### src/rtl/pwm_pkg.sv
package pwm_pkg;

    localparam int DATA_W = 16;
    localparam int PS_W   = 8;

    typedef enum logic [1:0] {
        A_PERIOD = 2'd0,
        A_WIDTH  = 2'd1,
        A_CTRL   = 2'd2,
        A_COUNT  = 2'd3
    } reg_addr_e;

    typedef struct packed {
        logic            en;
        logic            pol_hi;
        logic            direct;
        logic            frz_en;
        logic            dir_out;
        logic [PS_W-1:0] cp;
    } ctl_t;

    function automatic logic [DATA_W-1:0] ctl_pack(ctl_t c, logic pin);
        return {c.en, c.pol_hi, c.direct, c.frz_en, c.dir_out, pin, 2'b00, c.cp};
    endfunction

    function automatic ctl_t ctl_unpack(logic [DATA_W-1:0] w);
        ctl_t c;
        c.en      = w[15];
        c.pol_hi  = w[14];
        c.direct  = w[13];
        c.frz_en  = w[12];
        c.dir_out = w[11];
        c.cp      = w[PS_W-1:0];
        return c;
    endfunction

endpackage

### src/rtl/pwm_prescale.sv
module pwm_prescale
    import pwm_pkg::*;
(
    input  logic            clk,
    input  logic            rst,
    input  logic            run,
    input  logic            load,
    input  logic [PS_W-1:0] cp,
    output logic            tick,
    output logic [PS_W-1:0] pcnt
);
    logic at_top;

    assign at_top = (pcnt == {PS_W{1'b1}});
    assign tick   = run & at_top & ~load;

    always_ff @(posedge clk) begin
        if (rst) begin
            pcnt <= '0;
        end else if (load) begin
            pcnt <= cp;
        end else if (run) begin
            pcnt <= at_top ? cp : pcnt + 1'b1;
        end
    end
endmodule

### src/rtl/pwm_period.sv
module pwm_period
    import pwm_pkg::*;
#(
    parameter int CNT_W = 16
) (
    input  logic             clk,
    input  logic             rst,
    input  logic             en,
    input  logic             en_rise,
    input  logic             tick,
    input  logic             direct,
    input  logic             wr_per,
    input  logic             wr_pw,
    input  logic [CNT_W-1:0] wval,
    input  logic [CNT_W-1:0] per_buf,
    input  logic [CNT_W-1:0] pw_buf,
    output logic [CNT_W-1:0] ctr,
    output logic             out_ff
);
    logic [CNT_W-1:0] per_act, pw_act, ctr_n, pw_n;
    logic [CNT_W:0]   inc;
    logic             wrap;

    always_comb begin
        inc   = {1'b0, ctr} + 1'b1;
        wrap  = (inc >= {1'b0, per_act});
        ctr_n = wrap ? '0 : inc[CNT_W-1:0];
        pw_n  = (wrap && !direct) ? pw_buf : pw_act;
    end

    always_ff @(posedge clk) begin
        if (rst) begin
            ctr     <= '0;
            per_act <= '0;
            pw_act  <= '0;
            out_ff  <= 1'b0;
        end else if (!en) begin
            ctr     <= '0;
            per_act <= per_buf;
            pw_act  <= pw_buf;
            out_ff  <= 1'b0;
        end else begin
            if (en_rise) begin
                ctr    <= '0;
                out_ff <= (pw_act != '0);
            end else if (tick) begin
                ctr    <= ctr_n;
                out_ff <= (ctr_n < pw_n);
                if (wrap && !direct) begin
                    per_act <= per_buf;
                    pw_act  <= pw_buf;
                end
            end
            if (direct && wr_per) per_act <= wval;
            if (direct && wr_pw)  pw_act  <= wval;
        end
    end
endmodule

### src/rtl/pwm_pin.sv
module pwm_pin (
    input  logic en,
    input  logic pol_hi,
    input  logic dir_out,
    input  logic out_ff,
    output logic pad_o,
    output logic pad_oe
);
    assign pad_oe = en | dir_out;
    assign pad_o  = en ? (pol_hi ? out_ff : ~out_ff) : pol_hi;
endmodule

### src/rtl/pwm_chan.sv
module pwm_chan
    import pwm_pkg::*;
#(
    parameter int CNT_W = 16
) (
    input  logic              clk,
    input  logic              rst,
    input  logic [1:0]        addr,
    input  logic              we,
    input  logic [DATA_W-1:0] wdata,
    output logic [DATA_W-1:0] rdata,
    input  logic              freeze_i,
    input  logic              pad_i,
    output logic              pad_o,
    output logic              pad_oe
);
    ctl_t             ctl;
    logic [CNT_W-1:0] per_buf, pw_buf, ctr;
    logic [PS_W-1:0]  pcnt;
    logic             en_q, en_rise, frozen, run, tick, out_ff;
    logic             wr_per, wr_pw;
    reg_addr_e        a;

    assign a       = reg_addr_e'(addr);
    assign en_rise = ctl.en & ~en_q;
    assign frozen  = ctl.frz_en & freeze_i;
    assign run     = ctl.en & ~frozen;
    assign wr_per  = we && (a == A_PERIOD);
    assign wr_pw   = we && (a == A_WIDTH);

    always_ff @(posedge clk) begin
        if (rst) begin
            ctl     <= '0;
            per_buf <= '0;
            pw_buf  <= '0;
            en_q    <= 1'b0;
        end else begin
            en_q <= ctl.en;
            if (wr_per) per_buf <= wdata[CNT_W-1:0];
            if (wr_pw)  pw_buf  <= wdata[CNT_W-1:0];
            if (we && (a == A_CTRL)) ctl <= ctl_unpack(wdata);
        end
    end

    always_ff @(posedge clk) begin
        if (rst) begin
            rdata <= '0;
        end else begin
            unique case (a)
                A_PERIOD: rdata <= DATA_W'(per_buf);
                A_WIDTH:  rdata <= DATA_W'(pw_buf);
                A_CTRL:   rdata <= ctl_pack(ctl, pad_i);
                A_COUNT:  rdata <= DATA_W'(ctr);
            endcase
        end
    end

    pwm_prescale u_ps (
        .clk  (clk),
        .rst  (rst),
        .run  (run),
        .load (en_rise),
        .cp   (ctl.cp),
        .tick (tick),
        .pcnt (pcnt)
    );

    pwm_period #(.CNT_W(CNT_W)) u_per (
        .clk     (clk),
        .rst     (rst),
        .en      (ctl.en),
        .en_rise (en_rise),
        .tick    (tick),
        .direct  (ctl.direct),
        .wr_per  (wr_per),
        .wr_pw   (wr_pw),
        .wval    (wdata[CNT_W-1:0]),
        .per_buf (per_buf),
        .pw_buf  (pw_buf),
        .ctr     (ctr),
        .out_ff  (out_ff)
    );

    pwm_pin u_pin (
        .en      (ctl.en),
        .pol_hi  (ctl.pol_hi),
        .dir_out (ctl.dir_out),
        .out_ff  (out_ff),
        .pad_o   (pad_o),
        .pad_oe  (pad_oe)
    );
endmodule

### config.mk
export PLATFORM = sky130hd
export DESIGN_NAME = pwm_chan
export DESIGN_NICKNAME = d
export VERILOG_FILES = /design/src/rtl/pwm_pkg.sv /design/src/rtl/pwm_prescale.sv /design/src/rtl/pwm_period.sv /design/src/rtl/pwm_pin.sv /design/src/rtl/pwm_chan.sv
export SDC_FILE = /design/constraint.sdc
export NUM_CORES = 1
export LEC_CHECK = 0
export ABC_CLOCK_PERIOD_IN_PS = 5200
export BUFFER_PORTS_ARGS = -buffer_cell sky130_fd_sc_hd__clkbuf_2
export CORE_MARGIN = 2
export CORE_UTILIZATION = 35
export CTS_CLUSTER_SIZE = 28
export DETAILED_ROUTE_END_ITERATION = 8
export GPL_ROUTABILITY_DRIVEN = 0
export PLACE_DENSITY = 0.49
export SLEW_MARGIN = 20
export SYNTH_ARGS = -nofsm -noshare
export SYNTH_HDL_FRONTEND = slang
export SYNTH_SLANG_ARGS = --single-unit
### constraint.sdc
create_clock -name clk -period 5.2 [get_ports clk]
set_input_delay 1.04 -clock clk [delete_from_list [all_inputs] [get_ports clk]]
set_output_delay 1.04 -clock clk [all_outputs]
set_load 0.01 [all_outputs]
Yosys cells after proc, flatten, opt, wreduce, memory -nomap -nowiden. Cells that the tools add are included.

Register bits: 119. Word-level logic and storage cells: 73.

Add/subtract/negate cells: 2. $lt $le $gt $ge: 2. Eq/ne operators: 9. Muxes and demuxes: 19. Bitwise operators: 11. Reduce and logical (&&, ||, !) cells: 15.

Operators with widths (number): 16-bit 2-to-1 mux (11); 16-bit one-hot mux with 4 select lines (1); 8-bit 2-to-1 mux (3); 16-bit by 1-bit adder with 17-bit output (second input constant) (1); 17-bit by 16-bit >= comparator with 1-bit output (1); 16-bit < comparator (1); 16-bit nonzero test (1); 3-bit by 1-bit inequality test with 1-bit output (second input constant) (3); 8-bit by 1-bit adder with 8-bit output (second input constant) (1); 8-bit equality test (second input constant) (1); 1-bit logical AND (6); 3-bit by 2-bit inequality test with 1-bit output (second input constant) (2); 1-bit AND (5); 1-bit NOT (5); 2-bit equality test (second input constant) (2); 1-bit 2-to-1 mux (4); 2-bit nonzero test (2); 3-bit AND reduction (1); 3-bit OR reduction (1); 2-bit by 1-bit equality test with 1-bit output (second input constant) (1); 2-bit logical NOT (1); 2-bit AND reduction (1); 2-bit OR reduction (1); 1-bit logical NOT (1); 1-bit bitwise OR (1).

Logic depth before layout (Yosys ltp). Gate-level depths: netlist of the first run.

Depth in word-level cells: 9. Gate-level depth with buffers: 20. Gate-level depth less buffers: 19.

Hierarchy. From an unflattened synthesis of the first run, not the netlist that was laid out.

Cell total of the unflattened synthesis: 838. Area total of the unflattened synthesis: 7332.0 um^2.

Modules (own cells, without submodules): pwm_period (times used 1, cells each 520, area each 4087.7 um^2); pwm_chan (times used 1, cells each 244, area each 2671.3 um^2); pwm_prescale (times used 1, cells each 71, area each 536.8 um^2); pwm_pin (times used 1, cells each 3, area each 36.3 um^2).

Least setup slack after synthesis of the first run. No wires, ideal clock.

Path type: flip-flop to flip-flop. Start point: register u_per.ctr[0]. End point: register u_per.out_ff. Library setup time: 91 ps. Arrival time: 4329 ps. Slack: 780 ps. Cell stages (with the launch flop): 21. Buffers on the path: 1. Cells stage by stage: dfxtp_1 > ha_1 > nand3_1 > nor2_1 > nand3_1 > xnor2_1 > ha_1 > a21o_1 > a21o_1 > a311o_1 > a211oi_4 > nor2_2 > buf_2 > mux2i_1 > ha_1 > a21o_1 > a21oi_1 > o221ai_1 > o21a_1 > o41ai_1 > nor4bb_1.

Cells in the longest elaborated chain, start to end: 7. Elaborated cells on any way between the ends: 8. Classes of those cells: add/sub: 1; order compare: 2; mux: 4; reduce/logical: 1.

Ends and longest elaborated chain: start: declaration (line pwm_period.sv:17) `output logic [CNT_W-1:0] ctr,`; start signal: assignment (line pwm_period.sv:47) `ctr <= ctr_n;`; 16-bit by 1-bit adder with 17-bit output * (line pwm_period.sv:25) `inc = {1'b0, ctr} + 1'b1;`; 17-bit by 16-bit >= comparator with 1-bit output (line pwm_period.sv:26) `wrap = (inc >= {1'b0, per_act});`; 1-bit logical AND (line pwm_period.sv:28) `pw_n = (wrap && !direct) ? pw_buf : pw_act;`; 16-bit 2-to-1 mux; 16-bit < comparator * (line pwm_period.sv:48) `out_ff <= (ctr_n < pw_n);`; 1-bit 2-to-1 mux * (line pwm_period.sv:46) `end else if (tick) begin`; 1-bit 2-to-1 mux * (line pwm_period.sv:43) `if (en_rise) begin`; end signal: assignment (line pwm_period.sv:45) `out_ff <= (pw_act != '0);`; end signal: assignment (line pwm_period.sv:48); end: declaration (line pwm_period.sv:18) `output logic out_ff`.

Every way passes the cells marked *; elsewhere a longest branch is shown, timed or not. The select of a mux whose other input is x is not followed. A chain may end at the register's enable or synchronous reset.

Final worst setup path of the first run. Ends and elaborated chain as after synthesis.

==> metrics, run 1 <==
status finished, final reports clean; Max Root-Sink Buffers 2; total track usage 0.2161; Initial Utilization 0.3559; # IOs 41; Gate Count Post-Synth 776; Async SR Flop Fraction 0; Yosys top cell by area dfxtp_1; Place WS 0.5113 ns; Yosys top cell area share 0.3726; Leakage 0.002820 µW; fillers 1797; largest cells by area after synthesis dfxtp_1 37%, nand2_1 7.8%, ha_1 6.5%; root buffer cell clkbuf_16; Worst Tran Pin Value 1.039 ns; core footprint 17960 µm²; Via density 5.653; top cells by instance count after synthesis 133 x nand2_1, 119 x dfxtp_1, 82 x a21oi_1; TritonCTS Buffers 17; post-layout net count 857; CP Class reg2reg; Placed Cells incl. Taps 1011; residual DRC count 0; final WL 20.68 mm; Site Rows 49; FF+latch count, synth 119; hold_buf cts 0; H-tree depth 4; Final Skew 0.008026 ns; Peak supply drop 0.2327 mV; Hold Vio Cnt, Final 0; number of max-cap violations 0; CTS tree yes; Buffers on Ports 40; Final ANT Viol Nets 0; layout cells sized above 1 0.1364; largest net degree at the start of global routing 41; # clock sinks 119; EDFF count, synth 0; most common cell in the netlist nand2_1; Worst Slack Setup Final 0.4773 ns; hold_ws 0.4782 ns; Seq/Total Area, Yosys 0.3726; Setup TNS 0 ns; library cells used by synthesis 50; synth-to-layout area growth 16.81%; Die H 139.2 µm; unrepaired setup endpoints after global routing no; final setup violation count 0; placed wire-length estimate 14.87 mm; final critical-path required period 4.723 ns; # diodes 0; GR Overflow Total 0; FMAX 211.7 MHz; Slew Limit Headroom 0.3033; Synth Cell Area 6394 µm²; antenna violations before repair 0; drt initial violations 547; nature of the critical path endpoint register; die width 139.2 µm; Post-CTS Setup Bufs 0; Final period util 0.9082; routed length per instance 19.83 µm; vias in the first global route 5646; YS warnings 0; worst min-delay path class reg2reg; syn nets 832; via count 5896; drt pass-1 iters 5; clk slew on worst S/H paths 0.06 ns; PostCTS Resize Cnt 0; fin. max-slew vios 0; critical path fanouts, max 8; WP data arrival 5.06 ns; Data required, critical path 5.53 ns; Die ar. 19360 µm²; CP Launch Type register; power per standard cell area 334.2 nW/µm²; Skew-Pair Late Insertion Delay 0.43 ns; first-pass GRT wire length 32.35 mm; Layout Cells excl Fill 1043; Syn Area/Cell 8.239 µm²; top_reg_cell synth dfxtp_1
[cell usage in the layout (no fill, tap or decap), types with 4 or more instances in the layout]
cell type    n
o21ai_1     11
nand3_1     21
bufinv_16    5
a21oi_1     82
clkbuf_16   17
xnor2_1      7
clkbuf_2    39
nor2_1      61
nand2_1    133
o21ai_0     32
nor3b_1     18
nor3_1       7
mux4_2      14
buf_4       14
a21o_1       4
dfxtp_1    119
inv_1       19
ha_1        33
and3_1       6
a211oi_1    19
a31oi_1     19
mux2i_1     34
nand4_1     12
and2_1      30
nor4_1       5
xor2_1       8
[area by class of cell]
type                            instances  area [µm²]  share of cell area
Tap cell                              229       286.5             0.03836
Clock inverter                         12       198.9             0.02664
Multi-Input combinational cell        589        3764              0.5039
Sequential cell                       119        2382              0.3190
Inverter                               20       75.07             0.01005
Timing Repair Buffer                   54       305.3             0.04088
Clock buffer                           20       456.7             0.06115
[layer usage]
| layer | track usage | vias up | share of wire |
|---|---|---|---|
| li1 | - | 2802 | - |
| met1 | 0.3100 | 2880 | 0.48 |
| met2 | 0.3241 | 188 | 0.44 |
| met3 | 0.03453 | 26 | 0.054 |
| met4 | 0.08719 | 0 | 0.027 |
| met5 | 0 | - | 0 |
[logic make-up after synthesis]
| family | share of synthesized area |
|---|---|
| flip-flops | 0.3726 |
| adder cells (fa/ha/maj) | 0.06458 |
| buffers and inverters | 0.04110 |
| AND/OR/NAND/NOR | 0.2256 |
| multiplexers | 0.1043 |
| XOR/XNOR | 0.02055 |
| AO/OA/AOI/OAI | 0.1712 |
[registers in the layout, indices dropped and copies added, names as in the netlist]
| signal | count |
|---|---|
| pw_buf | 16 |
| rdata | 16 |
| u_per.pw_act | 16 |
| u_per.per_act | 16 |
| ctl | 13 |
| u_per.out_ff | 1 |
| per_buf | 16 |
| en_q | 1 |
| u_per.ctr | 16 |
| u_ps.pcnt | 8 |
[worst paths after layout]
| path | start | to | slack (ns) | depth (start not counted) |
|---|---|---|---|---|
| setup / recovery | u_per.ctr[0]$_SDFFE_PP0P_ | u_per.out_ff$_SDFFE_PP0P_ | 0.48 | 20 |
| hold / removal | per_buf[12]$_SDFFE_PP0P_ | per_buf[12]$_SDFFE_PP0P_ | 0.48 | 2 |
| setup reg to reg | u_per.ctr[0]$_SDFFE_PP0P_ | u_per.out_ff$_SDFFE_PP0P_ | 0.48 | 20 |
| hold reg to reg | per_buf[12]$_SDFFE_PP0P_ | per_buf[12]$_SDFFE_PP0P_ | 0.48 | 2 |
[through the flow]
stage                       util  instance area, µm²  total power [µW]
after CTS                 0.4157                7467              2507
final                     0.4158                7468              2496
after global routing      0.4158                7468              2575
after global placement    0.3792                6812              1187
after floorplan                -                6394              1109
after detailed placement  0.3792                6812              1190
[critical path, cell delays in order (launching register included)]
cell and delay, ns:
dfxtp_1 0.45, ha_1 0.23, nand3_1 0.19, nor2_1 0.28, nand3_1 0.13, xnor2_1 0.16
ha_1 0.33, nand4_1 0.12, nor2_1 0.24, a311o_1 0.27, a211oi_4 0.06, nor2_2 0.44
buf_4 0.26, mux2i_1 0.21, ha_1 0.26, o21ai_0 0.13, o21ai_0 0.09, o211ai_1 0.11
a21oi_1 0.10, o41ai_1 0.27, nor4bb_1 0.29
[power by group]
group / switching, µW / internal (µW)
combinational: 137 / 80.2
sequential: 23.0 / 934
clock: 447 / 874
total: 607 / 1890
(Power assumes the default switching activity.)
==> run 2: changes to the inputs <==
--- a/config.mk
+++ b/config.mk
@@ -8,11 +8,11 @@
 export ABC_CLOCK_PERIOD_IN_PS = 5200
 export BUFFER_PORTS_ARGS = -buffer_cell sky130_fd_sc_hd__clkbuf_2
 export CORE_MARGIN = 2
-export CORE_UTILIZATION = 35
+export CORE_UTILIZATION = 23
 export CTS_CLUSTER_SIZE = 28
 export DETAILED_ROUTE_END_ITERATION = 8
 export GPL_ROUTABILITY_DRIVEN = 0
-export PLACE_DENSITY = 0.49
+export PLACE_DENSITY = 0.35
 export SLEW_MARGIN = 20
 export SYNTH_ARGS = -nofsm -noshare
 export SYNTH_HDL_FRONTEND = slang
==> run 2 against run 1 <==
Via count decreased by 3.6%. Global-route usage decreased by 5.2 points. Hold slack got worse by 0.011 ns. Critical path type unchanged. Utilization decreased by 14 points. Clock power decreased by 8%. Final cell count increased by 15%. First-iteration DRC count decreased by 20%. Die area increased by 51%.
==> metrics, run 2 (synthesis results as in run 1) <==
post-layout net count 863 (+0.70%); Skew-Pair Late Insertion Delay 0.42 ns (about the same); Initial Utilization 0.2321 (-0.1239); Hold Vio Cnt, Final 0 (unchanged); CP cell instances ha_1 > nand3_1 > nor2_1 > nand3_1 > xnor2_1 > ha_1 > a21o_1 > a21o_1 > a311o_1 > a211oi_4 > buf_4 > and2_1 > ha_1 > a21o_1 > a21oi_1 > o221ai_1 > o21a_1 > o41ai_1 > nor4bb_1; r2r setup slk 0.47 ns (about the same); via count 5684 (-3.6%); drt pass-1 iters 5 (unchanged); final WL 23.15 mm (+12%); Hold Startpoint per_buf[15]$_SDFFE_PP0P_; Peak supply drop 0.1445 mV (-38%); Worst Tran Pin Value 1.135 ns (+0.09683 ns); final setup violation count 0 (unchanged); Slew Limit Headroom 0.2403 (-0.06307); first-pass GRT wire length 35.49 mm (+9.7%); CP Class reg2reg; Reg2Reg Depth 19 (-5.0%); largest net degree at the start of global routing 60 (+46%); FMAX 211.3 MHz (-0.19%); Buffers on Ports 40 (unchanged); final critical-path required period 4.732 ns (+0.009112 ns); Setup TNS 0 ns (unchanged); end of the worst register-to-register path u_per.out_ff$_SDFFE_PP0P_; Post-CTS Setup Bufs 0 (unchanged); worst min-delay path class reg2reg; Worst Slack Setup Final 0.4682 ns (-0.009112 ns); Hold Path Stages 2 (unchanged); Leakage 0.002821 µW (about the same); placed cell area 7046 µm² (+3.4%); H-tree depth 4 (unchanged); CTS tree yes; antenna violations before repair 1 (+1); slowest stage delay, CP 0.46 ns (about the same); Worst path slowest cell dfxtp_1; root buffer cell clkbuf_16; most frequent cells in the layout 133 x nand2_1, 119 x dfxtp_1, 82 x a21oi_1; synth-to-layout area growth 19.65%; total track usage 0.1645 (-0.05151); post-route cell area 7650 µm² (+2.4%); Tot Pwr 2396 µW (-4.0%); CP Launch Type register; placed wire-length estimate 17.09 mm (+15%); unrepaired setup endpoints after global routing no; commonest non-fill, non-tap cell in the layout nand2_1; Final period util 0.9100 (+0.001752); Place WS 0.2359 ns (-0.2753 ns); clk slew on worst S/H paths 0.06 ns (about the same); # IOs 41 (unchanged); layout cells sized above 1 0.1402 (+0.003880); # clock sinks 119 (unchanged); Max Root-Sink Buffers 2 (unchanged); power per standard cell area 313.3 nW/µm² (-6.3%); vias in the first global route 5623 (-0.41%); Via density 4.745 (-16%); reg2reg start u_per.ctr[0]$_SDFFE_PP0P_; Data required, critical path 5.52 ns (about the same); Final Skew 0.01189 ns (+0.003859 ns); GR Overflow Total 0 (unchanged); # diodes 0 (unchanged); Hold Path Sink per_buf[15]$_SDFFE_PP0P_; fin. max-slew vios 0 (unchanged); Final ANT Viol Nets 0 (unchanged); number of max-cap violations 0 (unchanged); TritonCTS Buffers 17 (unchanged); core footprint 27550 µm² (+53%); residual DRC count 0 (unchanged); routed length per instance 19.32 µm (-2.5%); nature of the critical path endpoint register; critical path fanouts, max 25 (+17); die width 170.7 µm (+23%); status finished, final reports clean; Site Rows 61 (+24%); drt initial violations 436 (-20%); WP data arrival 5.06 ns (about the same); Die ar. 29150 µm² (+51%); Die H 170.7 µm (+23%)
run 2: cell types whose count changed in the layout (fill, tap and decap cells not counted), sizes merged:
cell and change:
buf +6, bufinv -2, clkinv -2, clkinvlp +3, inv +1
run 2: layout make-up:
| class | count | area, µm² |
|---|---|---|
| Fill cell | 3008 | 19900 |
| Clock inverter | 12 | 152.6 |
| Timing Repair Buffer | 60 | 352.8 |
| Tap cell | 378 | 473.0 |
| Multi-Input combinational cell | 589 | 3767 |
| Sequential cell | 119 | 2382 |
| Inverter | 20 | 75.07 |
| Clock buffer | 20 | 446.7 |
run 2: metal layers:
layer / routed length, µm / global-route usage / share of wire / vias up
met4: 208 / 0.04125 / 0.0090 / 0
met3: 991 / 0.03331 / 0.043 / 12
li1: - / - / - / 2812
met1: 11580 / 0.2340 / 0.50 / 2733
met2: 10370 / 0.2535 / 0.45 / 127
met5: 0 / 0 / 0 / -
run 2: worst max-delay path, delay by kind of cell, from the launching register on:
kind | cells | cell delay, ns
AOI/OAI and AO/OA | 9 | 1.80
xor gates and xnor gates | 1 | 0.20
adders and majority gates | 3 | 0.76
buffers and inverters | 1 | 0.34
DFF | 1 | 0.46
and+or+nand+nor | 5 | 1.07
run 2: stage by stage:
stage | std cells | util | hold WS, ns
final | 1198 | 0.2776 | 0.4669
after detailed placement | 1166 | 0.2557 | 0.4613
after global routing | 1198 | 0.2776 | 0.5020
after CTS | 1198 | 0.2775 | 0.4691
after global placement | 1166 | 0.2557 | 0.4629
after floorplan | 776 | - | 0.4416
run 2: power by group:
part / switching, µW / internal, µW / leakage, µW
registers: 22.3 / 934 / 0.000964
logic: 141 / 76.8 / 0.00158
clock network: 458 / 765 / 0.000282
total: 621 / 1780 / 0.00282
run 2: timing repair:
item,4_1_cts,5_1_grt
hold buffers,0,0
resized for setup,0,1
endpoints found under the setup margin,0,1
run 2: worst max-delay path by stage:
stage / start / end / slack (ns)
3_3_place_gp: u_per.ctr[0]$_SDFFE_PP0P_ / u_per.out_ff$_SDFFE_PP0P_ / 0.26
4_1_cts: u_per.ctr[0]$_SDFFE_PP0P_ / u_per.out_ff$_SDFFE_PP0P_ / 0.21
5_1_grt: u_per.ctr[0]$_SDFFE_PP0P_ / u_per.out_ff$_SDFFE_PP0P_ / 0.05
6_report: u_per.ctr[0]$_SDFFE_PP0P_ / u_per.out_ff$_SDFFE_PP0P_ / 0.47
2_1_floorplan: u_per.ctr[0]$_SDFFE_PP0P_ / u_per.out_ff$_SDFFE_PP0P_ / 0.78
3_5_place_dp: u_per.ctr[0]$_SDFFE_PP0P_ / u_per.out_ff$_SDFFE_PP0P_ / 0.24
==> run 3: changes to the inputs <==
--- a/config.mk
+++ b/config.mk
@@ -5,6 +5,7 @@
 export SDC_FILE = /design/constraint.sdc
 export NUM_CORES = 1
 export LEC_CHECK = 0
+export ABC_AREA = 1
 export ABC_CLOCK_PERIOD_IN_PS = 5200
 export BUFFER_PORTS_ARGS = -buffer_cell sky130_fd_sc_hd__clkbuf_2
 export CORE_MARGIN = 2
==> constraint.sdc (replaced) <==
create_clock -name clk -period 5.2 [get_ports clk]
set_input_delay 1.04 -clock clk [delete_from_list [all_inputs] [get_ports clk]]
set_output_delay 1.04 -clock clk [all_outputs]
set_load 0.02 [all_outputs]
==> run 3 against run 2 <==
Via count is 6.9% higher. Hold slack worse by 0.0015 ns. Combinational power is 76% higher. Final cell count is 9.5% higher. Flip-flop and latch count stayed put. Total power is 5.0% higher. Synthesized cell count is 16% higher. Global-route usage is 2.0 points higher. First-iteration DRC count is 2.3% higher. Die area is 0.40% lower. Highest routed layer unchanged.
==> metrics, run 3 <==
residual DRC count 0 (unchanged); power per standard cell area 334.7 nW/µm² (+6.8%); synth-to-layout area growth 18.02%; Reg2Reg Depth 32 (+13); Buffers on Ports 40 (unchanged); sw frac 0.3029 (+0.04383); FF+latch count, synth 119 (unchanged); end of the worst register-to-register path u_per.out_ff$_SDFFE_PP0P_; Setup TNS 0 ns (unchanged); Hold Vio Cnt, Final 0 (unchanged); drt initial violations 446 (+2.3%); most frequent cells in the layout 178 x nand2_1, 119 x dfxtp_1, 115 x o21ai_0; CTS tree yes; # diodes 0 (unchanged); Worst path slowest cell dfxtp_1; met3 Use GR 0.03349 (+0.0001782); post-route cell area 7515 µm² (-1.8%); fin. max-slew vios 0 (unchanged); met1 Track Usage GR 0.2625 (+0.02855); Site Rows 60 (-1.6%); final WL 25.77 mm (+11%); r2r setup slk 0.67 ns (+0.20 ns); Storage cell area 2382 µm² (unchanged); met2 GRT Util 0.2897 (+0.03620); syn nets 953 (+15%); Max Root-Sink Buffers 2 (unchanged); status finished, final reports clean; most common cell in the netlist nand2_1; largest net degree at the start of global routing 40 (-33%); EDFF count, synth 0 (unchanged); root buffer cell clkbuf_16; hold_buf cts 0 (unchanged); antenna violations before repair 0 (-1); top cells by instance count after synthesis 178 x nand2_1, 119 x dfxtp_1, 116 x o21ai_0; YS warnings 0 (unchanged); final critical-path required period 4.528 ns (-0.2042 ns); vias in the first global route 5983 (+6.4%); post-layout net count 983 (+14%); Skew-Pair Late Insertion Delay 0.42 ns (about the same); Multi-input gate area 3377 µm² (-10%); NetSw 761.9 µW (+23%); Final period util 0.8707 (-0.03926); Async SR Flop Fraction 0 (unchanged); clock network power share 0.456 (-0.054); CP Launch Type register; unrepaired setup endpoints after global routing no; Slew Limit Headroom 0.4451 (+0.2049); grt peak-use layer met2; worst min-delay path class reg2reg; CP Class reg2reg; internal power 1753 µW (-1.3%); clk slew on worst S/H paths 0.06 ns (about the same); first-pass GRT wire length 39.12 mm (+10%); Sequential Power Share 0.391 (-0.008); Comb pwr share 0.153 (+0.062); placed cell area 6950 µm² (-1.3%); # clock sinks 119 (unchanged); TritonCTS Buffers 17 (unchanged); routed length per instance 19.64 µm (+1.7%); GR Overflow Total 0 (unchanged); Data required, critical path 5.54 ns (+0.02 ns); Final Skew 0.01369 ns (+0.001807 ns); Die ar. 29030 µm² (-0.40%); largest cells by area after synthesis dfxtp_1 37%, nand2_1 10%, o21ai_0 9.1%; H-tree depth 4 (unchanged); number of max-cap violations 0 (unchanged); Worst Tran Pin Value 0.8272 ns (-0.3082 ns); layout cells sized above 1 0.1160 (-0.02429); drt pass-1 iters 5 (unchanged); Gate Count Post-Synth 897 (+16%); CP most frequent cell nor2_1; final setup violation count 0 (unchanged); hold_ws 0.4654 ns (-0.001482 ns); FMAX 220.9 MHz (+4.5%); Hold Path Sink per_buf[14]$_SDFFE_PP0P_; via count 6078 (+6.9%); Die H 170.4 µm (-0.20%); Yosys top cell area share 0.3741 (+0.001538); Hold Startpoint per_buf[14]$_SDFFE_PP0P_; Peak supply drop 0.1228 mV (-15%); Final ANT Viol Nets 0 (unchanged); critical path fanouts, max 21 (-16%); core footprint 27100 µm² (-1.6%); library cells used by synthesis 37 (-26%); Syn Area/Cell 7.099 µm² (-14%); slowest stage delay, CP 0.44 ns (-0.02 ns); WP data arrival 4.87 ns (-0.19 ns); total track usage 0.1848 (+0.02023); reg2reg start u_per.ctr[0]$_SDFFE_PP0P_; fillers 3030 (+0.73%); Leakage 0.003123 µW (+11%); Synth Cell Area 6367 µm² (-0.41%); nature of the critical path endpoint register; Hold Path Stages 2 (unchanged); top_reg_cell synth dfxtp_1; placed wire-length estimate 19.52 mm (+14%); die width 170.4 µm (-0.20%); commonest non-fill, non-tap cell in the layout nand2_1; Yosys top cell by area dfxtp_1; Via density 4.633 (-2.4%); Seq/Total Area, Yosys 0.3741 (+0.001538); # IOs 41 (unchanged); Initial Utilization 0.2349 (+0.002898)
[run 3: changes by cell type after synthesis, moves of 10 or more]
cell      change
and2_1       -30
a31oi_1      +11
nand2_1      +45
mux2i_1      -34
o21ai_0      +84
nor2_1       +10
a211oi_1     -14
a221oi_1     +11
o211ai_1     +17
mux4_2       -14
nor3b_1      -18
inv_1        +85
[run 3: cells by family (layout without fill, tap and decap cells)]
family	count (synthesis)	count (layout)	share of synthesized area
flip-flops	119	119	0.3741
adder cells (fa/ha/maj)	33	33	0.06485
AND/OR/NAND/NOR	297	297	0.1959
XOR/XNOR	14	14	0.01926
buffers and inverters	156	199	0.09550
AO/OA/AOI/OAI	278	278	0.2503
[run 3: worst max path at each step]
stage | startpoint | endpoint | slack [ns]
detailed placement | u_per.ctr[0]$_SDFFE_PP0P_ | u_per.out_ff$_SDFFE_PP0P_ | 0.62
global route | u_per.ctr[0]$_SDFFE_PP0P_ | u_per.out_ff$_SDFFE_PP0P_ | 0.02
floorplan | u_per.ctr[0]$_SDFFE_PP0P_ | u_per.out_ff$_SDFFE_PP0P_ | 1.38
finish | u_per.ctr[0]$_SDFFE_PP0P_ | u_per.out_ff$_SDFFE_PP0P_ | 0.67
CTS | u_per.ctr[0]$_SDFFE_PP0P_ | u_per.out_ff$_SDFFE_PP0P_ | 0.58
global placement | u_per.ctr[0]$_SDFFE_PP0P_ | u_per.out_ff$_SDFFE_PP0P_ | 0.75
[run 3: final cells by class]
cell class	count	area share
multi-input combinational	622	0.4494
tap	372	0.06194
clock inverter	10	0.01299
sequential	119	0.3170
clock buffer	22	0.06177
timing repair buffer	53	0.03963
inverter	114	0.05728
[run 3: critical path: cells and delay by family, from the launching register on]
| kind | cells | cell delay (ns) |
|---|---|---|
| buffers and inverters | 5 | 0.49 |
| AND/OR/NAND/NOR | 18 | 1.87 |
| flip-flops | 1 | 0.44 |
| AO/OA/AOI/OAI | 6 | 0.93 |
| adder cells (fa/ha/maj) | 2 | 0.55 |
| XOR/XNOR | 1 | 0.19 |
[run 3: stage by stage]
step | utilization | total power (µW) | worst slack (ns) | std cells
3_5_place_dp | 0.2565 | 1388 | 0.6230 | 1280
3_3_place_gp | 0.2565 | 1392 | 0.7515 | 1280
4_1_cts | 0.2772 | 2545 | 0.5784 | 1312
5_1_grt | 0.2773 | 2638 | 0.02439 | 1312
6_report | 0.2773 | 2515 | 0.6724 | 1312
2_1_floorplan | - | 1247 | 1.379 | 897
[run 3: what timing repair did]
| action | 4_1_cts | 5_1_grt |
|---|---|---|
| buffers inserted | 0 | 0 |
| gates resized for setup | 0 | 3 |
| endpoints found under the setup margin | 0 | 1 |
[run 3: metal layers]
layer / part of all wire / wire length [µm]
met5: 0 / 0
met4: 0.011 / 275
met3: 0.044 / 1135
met2: 0.45 / 11630
met1: 0.49 / 12740
[run 3: power groups by stage]
stage	Sequential, µW	Combinational (µW)	Clock, µW
3_3_place_gp	1000	389	0
5_1_grt	988	435	1210
6_report	984	384	1150
4_1_cts	983	387	1170
3_5_place_dp	1000	385	0
2_1_floorplan	999	249	0
